===== src/rtl/mvr_pkg.sv =====
package mvr_pkg;
  localparam int NSIDE = 5;
  localparam int SW    = 3;

  localparam logic [SW-1:0] SIDE_N = 3'd0;
  localparam logic [SW-1:0] SIDE_E = 3'd1;
  localparam logic [SW-1:0] SIDE_S = 3'd2;
  localparam logic [SW-1:0] SIDE_W = 3'd3;
  localparam logic [SW-1:0] SIDE_L = 3'd4;
endpackage


===== src/rtl/mvr_fifo.sv =====
module mvr_fifo #(
  parameter int W     = 8,
  parameter int DEPTH = 2,
  localparam int AW   = (DEPTH > 1) ? $clog2(DEPTH) : 1
) (
  input  logic         clk,
  input  logic         rst_n,
  input  logic         push,
  input  logic [W-1:0] din,
  output logic         full,
  input  logic         pop,
  output logic [W-1:0] dout,
  output logic         empty
);
  logic [W-1:0] mem [DEPTH];
  logic [AW-1:0] wp, rp;
  logic [AW:0]   cnt;
  logic          do_push, do_pop;

  assign full    = (cnt == (AW+1)'(DEPTH));
  assign empty   = (cnt == '0);
  assign dout    = mem[rp];
  assign do_push = push && !full;
  assign do_pop  = pop && !empty;

  always_ff @(posedge clk) begin
    if (!rst_n) begin
      wp  <= '0;
      rp  <= '0;
      cnt <= '0;
    end else begin
      if (do_push) begin
        mem[wp] <= din;
        wp <= (wp == AW'(DEPTH-1)) ? '0 : wp + 1'b1;
      end
      if (do_pop)
        rp <= (rp == AW'(DEPTH-1)) ? '0 : rp + 1'b1;
      case ({do_push, do_pop})
        2'b10:   cnt <= cnt + 1'b1;
        2'b01:   cnt <= cnt - 1'b1;
        default: cnt <= cnt;
      endcase
    end
  end
endmodule


===== src/rtl/mvr_cfg_table.sv =====
module mvr_cfg_table import mvr_pkg::*; #(
  parameter int VC_MAX = 32,
  parameter int VCW    = 5
) (
  input  logic                  clk,
  input  logic                  rst_n,
  input  logic                  we,
  input  logic [SW-1:0]         wside,
  input  logic [VCW-1:0]        wvc,
  input  logic                  wen,
  input  logic [SW-1:0]         wdst,
  input  logic [VCW-1:0]        wdvc,
  input  logic [NSIDE*VCW-1:0]  lk_vc,
  output logic [NSIDE-1:0]      lk_hit,
  output logic [NSIDE*SW-1:0]   lk_dst,
  output logic [NSIDE*VCW-1:0]  lk_dvc
);
  logic           ent_v [NSIDE][VC_MAX];
  logic [SW-1:0]  ent_d [NSIDE][VC_MAX];
  logic [VCW-1:0] ent_c [NSIDE][VC_MAX];

  always_ff @(posedge clk) begin
    if (!rst_n) begin
      for (int s = 0; s < NSIDE; s++)
        for (int v = 0; v < VC_MAX; v++)
          ent_v[s][v] <= 1'b0;
    end else if (we && (int'(wside) < NSIDE)) begin
      ent_v[wside][wvc] <= wen;
      ent_d[wside][wvc] <= wdst;
      ent_c[wside][wvc] <= wdvc;
    end
  end

  // A usable entry must name an existing side other than the one it came in on.
  always_comb begin
    for (int s = 0; s < NSIDE; s++) begin
      logic [VCW-1:0] vc;
      logic [SW-1:0]  d;
      vc = lk_vc[s*VCW +: VCW];
      d  = ent_d[s][vc];
      lk_hit[s]              = ent_v[s][vc] && (d != SW'(s)) && (int'(d) < NSIDE);
      lk_dst[s*SW +: SW]     = d;
      lk_dvc[s*VCW +: VCW]   = ent_c[s][vc];
    end
  end
endmodule


===== src/rtl/mvr_in_stage.sv =====
module mvr_in_stage import mvr_pkg::*; #(
  parameter int DW  = 16,
  parameter int VCW = 5,
  localparam int QW = DW + VCW
) (
  input  logic             clk,
  input  logic             rst_n,
  input  logic [VCW:0]     vc_lim,
  input  logic             in_valid,
  output logic             in_ready,
  input  logic [VCW-1:0]   in_vc,
  input  logic [DW-1:0]    in_data,
  output logic [VCW-1:0]   lk_vc,
  input  logic             lk_hit,
  input  logic [SW-1:0]    lk_dst,
  input  logic [VCW-1:0]   lk_dvc,
  input  logic [NSIDE-1:0] q_full,
  output logic [NSIDE-1:0] q_push,
  output logic [QW-1:0]    q_word,
  output logic             drop,
  output logic             busy
);
  // stage 0: captured word
  logic           v0;
  logic [VCW-1:0] c0;
  logic [DW-1:0]  d0;
  // stage 1: word with its table result
  logic           v1, h1;
  logic [SW-1:0]  t1;
  logic [VCW-1:0] dv1;
  logic [DW-1:0]  d1;

  logic hit0, tgt_full, free1;

  assign lk_vc = c0;
  assign hit0  = lk_hit && ({1'b0, c0} < vc_lim);

  always_comb begin
    tgt_full = 1'b1;
    for (int o = 0; o < NSIDE; o++)
      if (t1 == SW'(o)) tgt_full = q_full[o];
  end

  assign free1    = !v1 || !h1 || !tgt_full;
  assign in_ready = !v0 || free1;
  assign drop     = v1 && !h1;
  assign busy     = v0 || v1;
  assign q_word   = {dv1, d1};

  always_comb begin
    for (int o = 0; o < NSIDE; o++)
      q_push[o] = v1 && h1 && (t1 == SW'(o)) && !q_full[o];
  end

  always_ff @(posedge clk) begin
    if (!rst_n) begin
      v0  <= 1'b0;
      c0  <= '0;
      d0  <= '0;
      v1  <= 1'b0;
      h1  <= 1'b0;
      t1  <= '0;
      dv1 <= '0;
      d1  <= '0;
    end else begin
      if (free1) begin
        v1  <= v0;
        h1  <= hit0;
        t1  <= lk_dst;
        dv1 <= lk_dvc;
        d1  <= d0;
      end
      if (in_ready) begin
        v0 <= in_valid;
        c0 <= in_vc;
        d0 <= in_data;
      end
    end
  end
endmodule


===== src/rtl/mvr_out_port.sv =====
module mvr_out_port import mvr_pkg::*; #(
  parameter int DW  = 16,
  parameter int VCW = 5,
  localparam int QW = DW + VCW,
  localparam int PW = $clog2(NSIDE)
) (
  input  logic                clk,
  input  logic                rst_n,
  input  logic [NSIDE-1:0]    req,
  input  logic [NSIDE*QW-1:0] words,
  output logic [NSIDE-1:0]    pop,
  input  logic                out_ready,
  output logic                out_valid,
  output logic [VCW-1:0]      out_vc,
  output logic [DW-1:0]       out_data
);
  logic [PW-1:0] last;
  logic [PW-1:0] gidx;
  logic          found, load;

  // Round-robin: search starts one past the queue served last.
  always_comb begin
    found = 1'b0;
    gidx  = last;
    for (int k = 1; k <= NSIDE; k++) begin
      int idx;
      idx = (int'(last) + k) % NSIDE;
      if (!found && req[idx]) begin
        found = 1'b1;
        gidx  = PW'(idx);
      end
    end
  end

  assign load = !out_valid || out_ready;
  assign pop  = (load && found) ? (NSIDE'(1) << gidx) : '0;

  always_ff @(posedge clk) begin
    if (!rst_n) begin
      out_valid <= 1'b0;
      out_vc    <= '0;
      out_data  <= '0;
      last      <= PW'(NSIDE-1);
    end else if (load) begin
      out_valid <= found;
      if (found) begin
        {out_vc, out_data} <= words[gidx*QW +: QW];
        last <= gidx;
      end
    end
  end
endmodule


===== src/rtl/mesh_vc_router.sv =====
module mesh_vc_router import mvr_pkg::*; #(
  parameter int DW          = 16,
  parameter int CWF_LOG_MAX = 3,
  parameter int QDEPTH      = 2,
  localparam int VC_MAX     = 4 << CWF_LOG_MAX,
  localparam int VCW        = $clog2(VC_MAX),
  localparam int QW         = DW + VCW
) (
  input  logic                 clk,
  input  logic                 rst_n,
  input  logic [1:0]           cwf_mode,
  input  logic                 cfg_we,
  input  logic [2:0]           cfg_side,
  input  logic [VCW-1:0]       cfg_vc,
  input  logic                 cfg_en,
  input  logic [2:0]           cfg_dst,
  input  logic [VCW-1:0]       cfg_dvc,
  input  logic [4:0]           in_valid,
  output logic [4:0]           in_ready,
  input  logic [5*VCW-1:0]     in_vc,
  input  logic [5*DW-1:0]      in_data,
  output logic [4:0]           out_valid,
  input  logic [4:0]           out_ready,
  output logic [5*VCW-1:0]     out_vc,
  output logic [5*DW-1:0]      out_data,
  output logic                 idle,
  output logic                 err
);
  logic [1:0]   mode_eff;
  logic [VCW:0] vc_lim;

  assign mode_eff = (int'(cwf_mode) > CWF_LOG_MAX) ? 2'(CWF_LOG_MAX) : cwf_mode;
  assign vc_lim   = (VCW+1)'(4) << mode_eff;

  logic [NSIDE*VCW-1:0] lk_vc;
  logic [NSIDE-1:0]     lk_hit;
  logic [NSIDE*SW-1:0]  lk_dst;
  logic [NSIDE*VCW-1:0] lk_dvc;

  logic [NSIDE-1:0] q_full_m  [NSIDE];   // [in][out]
  logic [NSIDE-1:0] q_empty_m [NSIDE];   // [in][out]
  logic [QW-1:0]    q_dout_m  [NSIDE][NSIDE];
  logic [NSIDE-1:0] push_m    [NSIDE];   // [in][out]
  logic [NSIDE-1:0] pop_m     [NSIDE];   // [out][in]
  logic [NSIDE-1:0] req_m     [NSIDE];   // [out][in]
  logic [NSIDE*QW-1:0] wrd_m  [NSIDE];   // [out]
  logic [QW-1:0]    qw        [NSIDE];
  logic [NSIDE-1:0] drop_v, busy_v;
  logic             all_empty;

  mvr_cfg_table #(.VC_MAX(VC_MAX), .VCW(VCW)) u_tbl (
    .clk(clk), .rst_n(rst_n), .we(cfg_we && idle),
    .wside(cfg_side), .wvc(cfg_vc), .wen(cfg_en), .wdst(cfg_dst), .wdvc(cfg_dvc),
    .lk_vc(lk_vc), .lk_hit(lk_hit), .lk_dst(lk_dst), .lk_dvc(lk_dvc)
  );

  for (genvar i = 0; i < NSIDE; i++) begin : g_in
    mvr_in_stage #(.DW(DW), .VCW(VCW)) u_in (
      .clk(clk), .rst_n(rst_n), .vc_lim(vc_lim),
      .in_valid(in_valid[i]), .in_ready(in_ready[i]),
      .in_vc(in_vc[i*VCW +: VCW]), .in_data(in_data[i*DW +: DW]),
      .lk_vc(lk_vc[i*VCW +: VCW]), .lk_hit(lk_hit[i]),
      .lk_dst(lk_dst[i*SW +: SW]), .lk_dvc(lk_dvc[i*VCW +: VCW]),
      .q_full(q_full_m[i]), .q_push(push_m[i]), .q_word(qw[i]),
      .drop(drop_v[i]), .busy(busy_v[i])
    );

    for (genvar o = 0; o < NSIDE; o++) begin : g_q
      if (i != o) begin : g_fifo
        mvr_fifo #(.W(QW), .DEPTH(QDEPTH)) u_q (
          .clk(clk), .rst_n(rst_n),
          .push(push_m[i][o]), .din(qw[i]), .full(q_full_m[i][o]),
          .pop(pop_m[o][i]), .dout(q_dout_m[i][o]), .empty(q_empty_m[i][o])
        );
      end else begin : g_none
        assign q_full_m[i][o]  = 1'b1;
        assign q_empty_m[i][o] = 1'b1;
        assign q_dout_m[i][o]  = '0;
      end
      assign req_m[o][i]          = !q_empty_m[i][o];
      assign wrd_m[o][i*QW +: QW] = q_dout_m[i][o];
    end
  end

  for (genvar o = 0; o < NSIDE; o++) begin : g_out
    mvr_out_port #(.DW(DW), .VCW(VCW)) u_out (
      .clk(clk), .rst_n(rst_n), .req(req_m[o]), .words(wrd_m[o]), .pop(pop_m[o]),
      .out_ready(out_ready[o]), .out_valid(out_valid[o]),
      .out_vc(out_vc[o*VCW +: VCW]), .out_data(out_data[o*DW +: DW])
    );
  end

  always_comb begin
    all_empty = 1'b1;
    for (int i = 0; i < NSIDE; i++)
      if (!(&q_empty_m[i])) all_empty = 1'b0;
  end

  assign idle = all_empty && !(|busy_v) && !(|out_valid);

  always_ff @(posedge clk) begin
    if (!rst_n) err <= 1'b0;
    else if (|drop_v) err <= 1'b1;
  end
endmodule


===== config.mk =====
export PLATFORM = sky130hd
export DESIGN_NAME = mesh_vc_router
export DESIGN_NICKNAME = d
export VERILOG_FILES = /design/src/rtl/mvr_pkg.sv /design/src/rtl/mvr_fifo.sv /design/src/rtl/mvr_cfg_table.sv /design/src/rtl/mvr_in_stage.sv /design/src/rtl/mvr_out_port.sv /design/src/rtl/mesh_vc_router.sv
export SDC_FILE = /design/constraint.sdc
export NUM_CORES = 2
export LEC_CHECK = 0
export BUFFER_PORTS_ARGS = -buffer_cell sky130_fd_sc_hd__buf_2
export CORE_UTILIZATION = 45
export CTS_CLUSTER_SIZE = 10
export DETAILED_ROUTE_END_ITERATION = 12
export GPL_ROUTABILITY_DRIVEN = 0
export SYNTH_ARGS = -nofsm -noshare
export SYNTH_HDL_FRONTEND = slang
export SYNTH_SLANG_ARGS = --single-unit

===== constraint.sdc =====
create_clock -name clk -period 13.41 [get_ports clk]
set_clock_uncertainty 0.2 [all_clocks]
set_input_delay 2.682 -clock clk [delete_from_list [all_inputs] [get_ports clk]]
set_output_delay 2.682 -clock clk [all_outputs]
set_load 0.01 [all_outputs]

==> impl_metrics.tcl <==
set metrics [dict create \
    drc 0 \
    initial_utilization_pct 45.4 \
    whs_path_depth 2 \
    cellPowerDensity_nw_per_um2 195 \
    reg2reg_slack_ns 4.92 \
    first_global_vias 68218 \
    cts_buffers 331 \
    cts_htree_levels 5 \
    io_pins 254 \
    finalHoldViolCount 0 \
    grt_pass1_wl_mm 488 \
    layout_commonest_cell "edfxtp_1" \
    synth_flop_cell "edfxtp_1" \
    ant_nets 0 \
    synth.distinct_cells 116 \
    syn_to_final_growth_pct 12.1 \
    clock_latency_ns 0.94 \
    p_comb_share_pct 30.6 \
    end_kind "flip-flop" \
    grtUsageMet2_pct 41.9 \
    fp.coreArea_um2 258000 \
    r2r-start "g_out[2].u_out.last[0]" \
    root_buffer "clkbuf_16" \
    clkPwrFrac_pct 30.9 \
    synth-edff-count 2279 \
    r2r-end "g_in[1].g_q[2].g_fifo.u_q.cnt[1]" \
    cts_tree "built" \
    die_h_um 512 \
    setup_viol 0 \
    clk_pin_slew_ns 0.05 \
    grt.busiest_layer "met2" \
    finalWorstPathRequiredPeriod_ns 8.49 \
    num-fill-cells 21156 \
    io_buffers 253 \
    path_max_fanout 68 \
    drive_above_1_share_pct 18.1 \
    synth.net_count 8095 \
    vias 70399 \
    ctsHoldBuffers 0 \
    p_sw_mw 8.78 \
    cts-resized-gates 0 \
    routed_via_density 6.06 \
    status "completed" \
    avgSynthCellArea_um2 15.0 \
    p_leak_nw 43.5 \
    wire_per_inst_um 29.5 \
    rows 186 \
    clock-sinks 2746 \
    first_iter_violations 7865 \
    worstPathRequired_ns 14.03 \
    min_from "g_out[4].u_out.out_data[3]" \
    critPathLaunchType "flip-flop" \
    fmax_mhz 118 \
    die_area_um2 262000 \
    p_sw_share_pct 34.3 \
    arrival_ns 9.11 \
    fin_nets 8306 \
    grtUsageMet1_pct 34.7 \
    hpwl_mm 229 \
    fin_crit_sh_pct 63.3 \
    grt_util_all_layers_pct 25.7 \
    grt_setup_unrepaired "false" \
    synth_area_um2 117000 \
    grt_max_degree 127 \
    drv_slew 0 \
    drtPass1Iterations 7 \
    relSlewSlack_pct 13.6 \
    yosysSeqAreaShare_pct 66.5 \
    timing.setup.critical_path_class "flip-flop to flip-flop" \
    setup_tns_ns 0 \
    ir_drop_mv 0.358 \
    final_cell_mix "edfxtp_1, nand2_1, nor2_1" \
    antenna_found_initial 38 \
    hold_path.class "flip-flop to flip-flop" \
    cts_buffer_depth 4 \
    holdPathEnd "g_out[4].u_out.out_data[3]" \
    wl_mm 342 \
    synthesis.instances 7799 \
    tightest_slew_ns 1.29 \
    fin_cells 11608 \
    ys_ff_latch 2746 \
    p_int_mw 16.8 \
    reg2regPathDepth 23 \
    grt.overflow.total 0 \
    synth_warnings 0 \
    die_w_um 512 \
    cap_violations 0 \
    post-place-cells 11060 \
    cts_setup_buffers 0 \
    seqPwrFrac_pct 38.5 \
    gr-usage-met3_pct 4.51 \
    async_flop_share_pct 0 \
]
==> sequential cells by signal (all words and copies together) (netlist names), 40 cells and up, named ones only <==
name / count
g_in.g_q.g_fifo.u_q.cnt: 40
g_in.g_q.g_fifo.u_q.mem: 840
g_in.u_in.d0: 80
g_in.u_in.d1: 80
g_out.u_out.out_data: 80
u_tbl.ent_c: 800
u_tbl.ent_d: 480
u_tbl.ent_v: 160
==> Yosys cell counts, types with 19 or more instances <==
cell type  count  area [um2]
a211oi_1      78         586
a21o_1        19         143
a21oi_1      466        2330
a221o_1       23         230
a221oi_1      40         350
a22oi_1       59         443
a2bb2oi_1     27         236
a31oi_1       43         269
and2_1        20         125
and3_1        34         213
buf_1         51         191
buf_2         45         225
buf_4         20         150
clkbuf_1     417        1570
dfxtp_1      467        9350
edfxtp_1    2279       68400
ha_1         158        1980
inv_1        136         510
mux2_2       124        1400
mux2i_1      478        4780
mux4_2       453       10200
nand2_1      553        2080
nand2b_1      79         494
nand3_1       53         265
nand4b_1      28         245
nor2_1       520        1950
nor2b_1       61         382
nor3_1        75         375
nor4_1        19         119
o211ai_1      24         180
o21a_1        22         165
o21ai_0      292        1460
o22ai_1       20         125
o2bb2ai_1     24         210
o311a_1       46         460
o311ai_0      23         201
o32ai_1       24         210
or2_2         36         225
or3_1         44         275
xnor2_1       94         823
xor2_1        28         245
==> layout make-up <==
| class | instances | area, um2 | area share (%) |
|---|---|---|---|
| inverter | 149 | 567 | 0.433 |
| clock buffer | 511 | 9050 | 6.91 |
| clock inverter | 21 | 196 | 0.150 |
| multi-input combinational | 4369 | 36600 | 27.9 |
| timing repair buffer | 413 | 2500 | 1.91 |
| sequential | 2746 | 77800 | 59.4 |
| antenna | 15 | 37.5 | 0.0286 |
| tap | 3384 | 4230 | 3.23 |
==> worst max path at each step <==
stage / depth (start not counted) / slack, ns / start / to
after global routing: 23 / 4.28 / g_out[2].u_out.last[0] / g_in[1].g_q[2].g_fifo.u_q.cnt[1]
after global placement: 24 / 5.13 / g_out[2].u_out.last[0] / g_in[0].g_q[2].g_fifo.u_q.cnt[1]
after floorplan: 25 / 7.36 / g_out[0].u_out.last[0] / g_in[1].g_q[0].g_fifo.u_q.cnt[1]
final: 23 / 4.92 / g_out[2].u_out.last[0] / g_in[1].g_q[2].g_fifo.u_q.cnt[1]
after CTS: 24 / 5.00 / g_out[2].u_out.last[0] / g_in[0].g_q[2].g_fifo.u_q.cnt[1]
after detailed placement: 23 / 5.02 / g_out[2].u_out.last[0] / g_in[1].g_q[2].g_fifo.u_q.cnt[1]
==> per-stage QoR <==
stage | total power [mW] | cell area [um2] | hold WS (ns) | util (%) | worst slack (ns)
after floorplan | 15.0 | 117000 | 0.232 | - | 7.36
after global placement | 17.5 | 122000 | 0.230 | 47.2 | 5.13
after detailed placement | 17.7 | 122000 | 0.229 | 47.2 | 5.02
after CTS | 25.5 | 131000 | 0.238 | 50.8 | 5.00
after global routing | 26.5 | 131000 | 0.262 | 50.8 | 4.28
final | 25.6 | 131000 | 0.238 | 50.9 | 4.92
==> worst max-delay path, cell delays in order (launching register included) <==
cell and delay, ns:
dfxtp_1 0.30, buf_4 0.37, clkinv_1 0.62, ha_1 0.99, ha_1 0.32, nor4b_1 0.08
or3_1 0.45, xnor2_1 0.21, inv_1 0.09, ha_1 0.18, nand2b_1 0.19, a21oi_1 0.26
a2bb2oi_4 0.27, xnor2_2 0.08, buf_4 0.26, or4b_1 0.53, nand2_1 0.12, o211a_4 0.57
nor4_1 0.18, a21oi_2 0.90, nor3_1 0.30, ha_1 0.42, or3_1 0.35, a21oi_1 0.14
==> logic make-up (layout without fill, tap and decap cells) <==
family | count (synthesis) | count (layout) | share of synthesized area (%)
other cells | 0 | 15 | 0
flops | 2746 | 2746 | 66.5
buf+inv | 684 | 1094 | 2.32
fa+ha+maj | 160 | 160 | 1.72
mux | 1055 | 1055 | 14.0
simple gates | 1611 | 1611 | 6.42
compound gates | 1414 | 1414 | 7.98
xor+xnor | 129 | 129 | 1.02
==> power by group through the flow <==
stage / combinational (mW) / clock [mW] / sequential [mW]
finish: 7.82 / 7.89 / 9.85
CTS: 7.70 / 8.00 / 9.84
detailed placement: 7.66 / 0 / 10.0
floorplan: 5.25 / 0 / 9.79
global placement: 7.53 / 0 / 10.0
global route: 8.34 / 8.32 / 9.86
==> per-layer routing <==
layer	vias to the layer above	routed length, um
li1	30670	-
met1	36186	139000
met2	2984	164000
met3	555	26300
met4	4	12600
met5	-	23
Power figures use the tool's default switching activity.
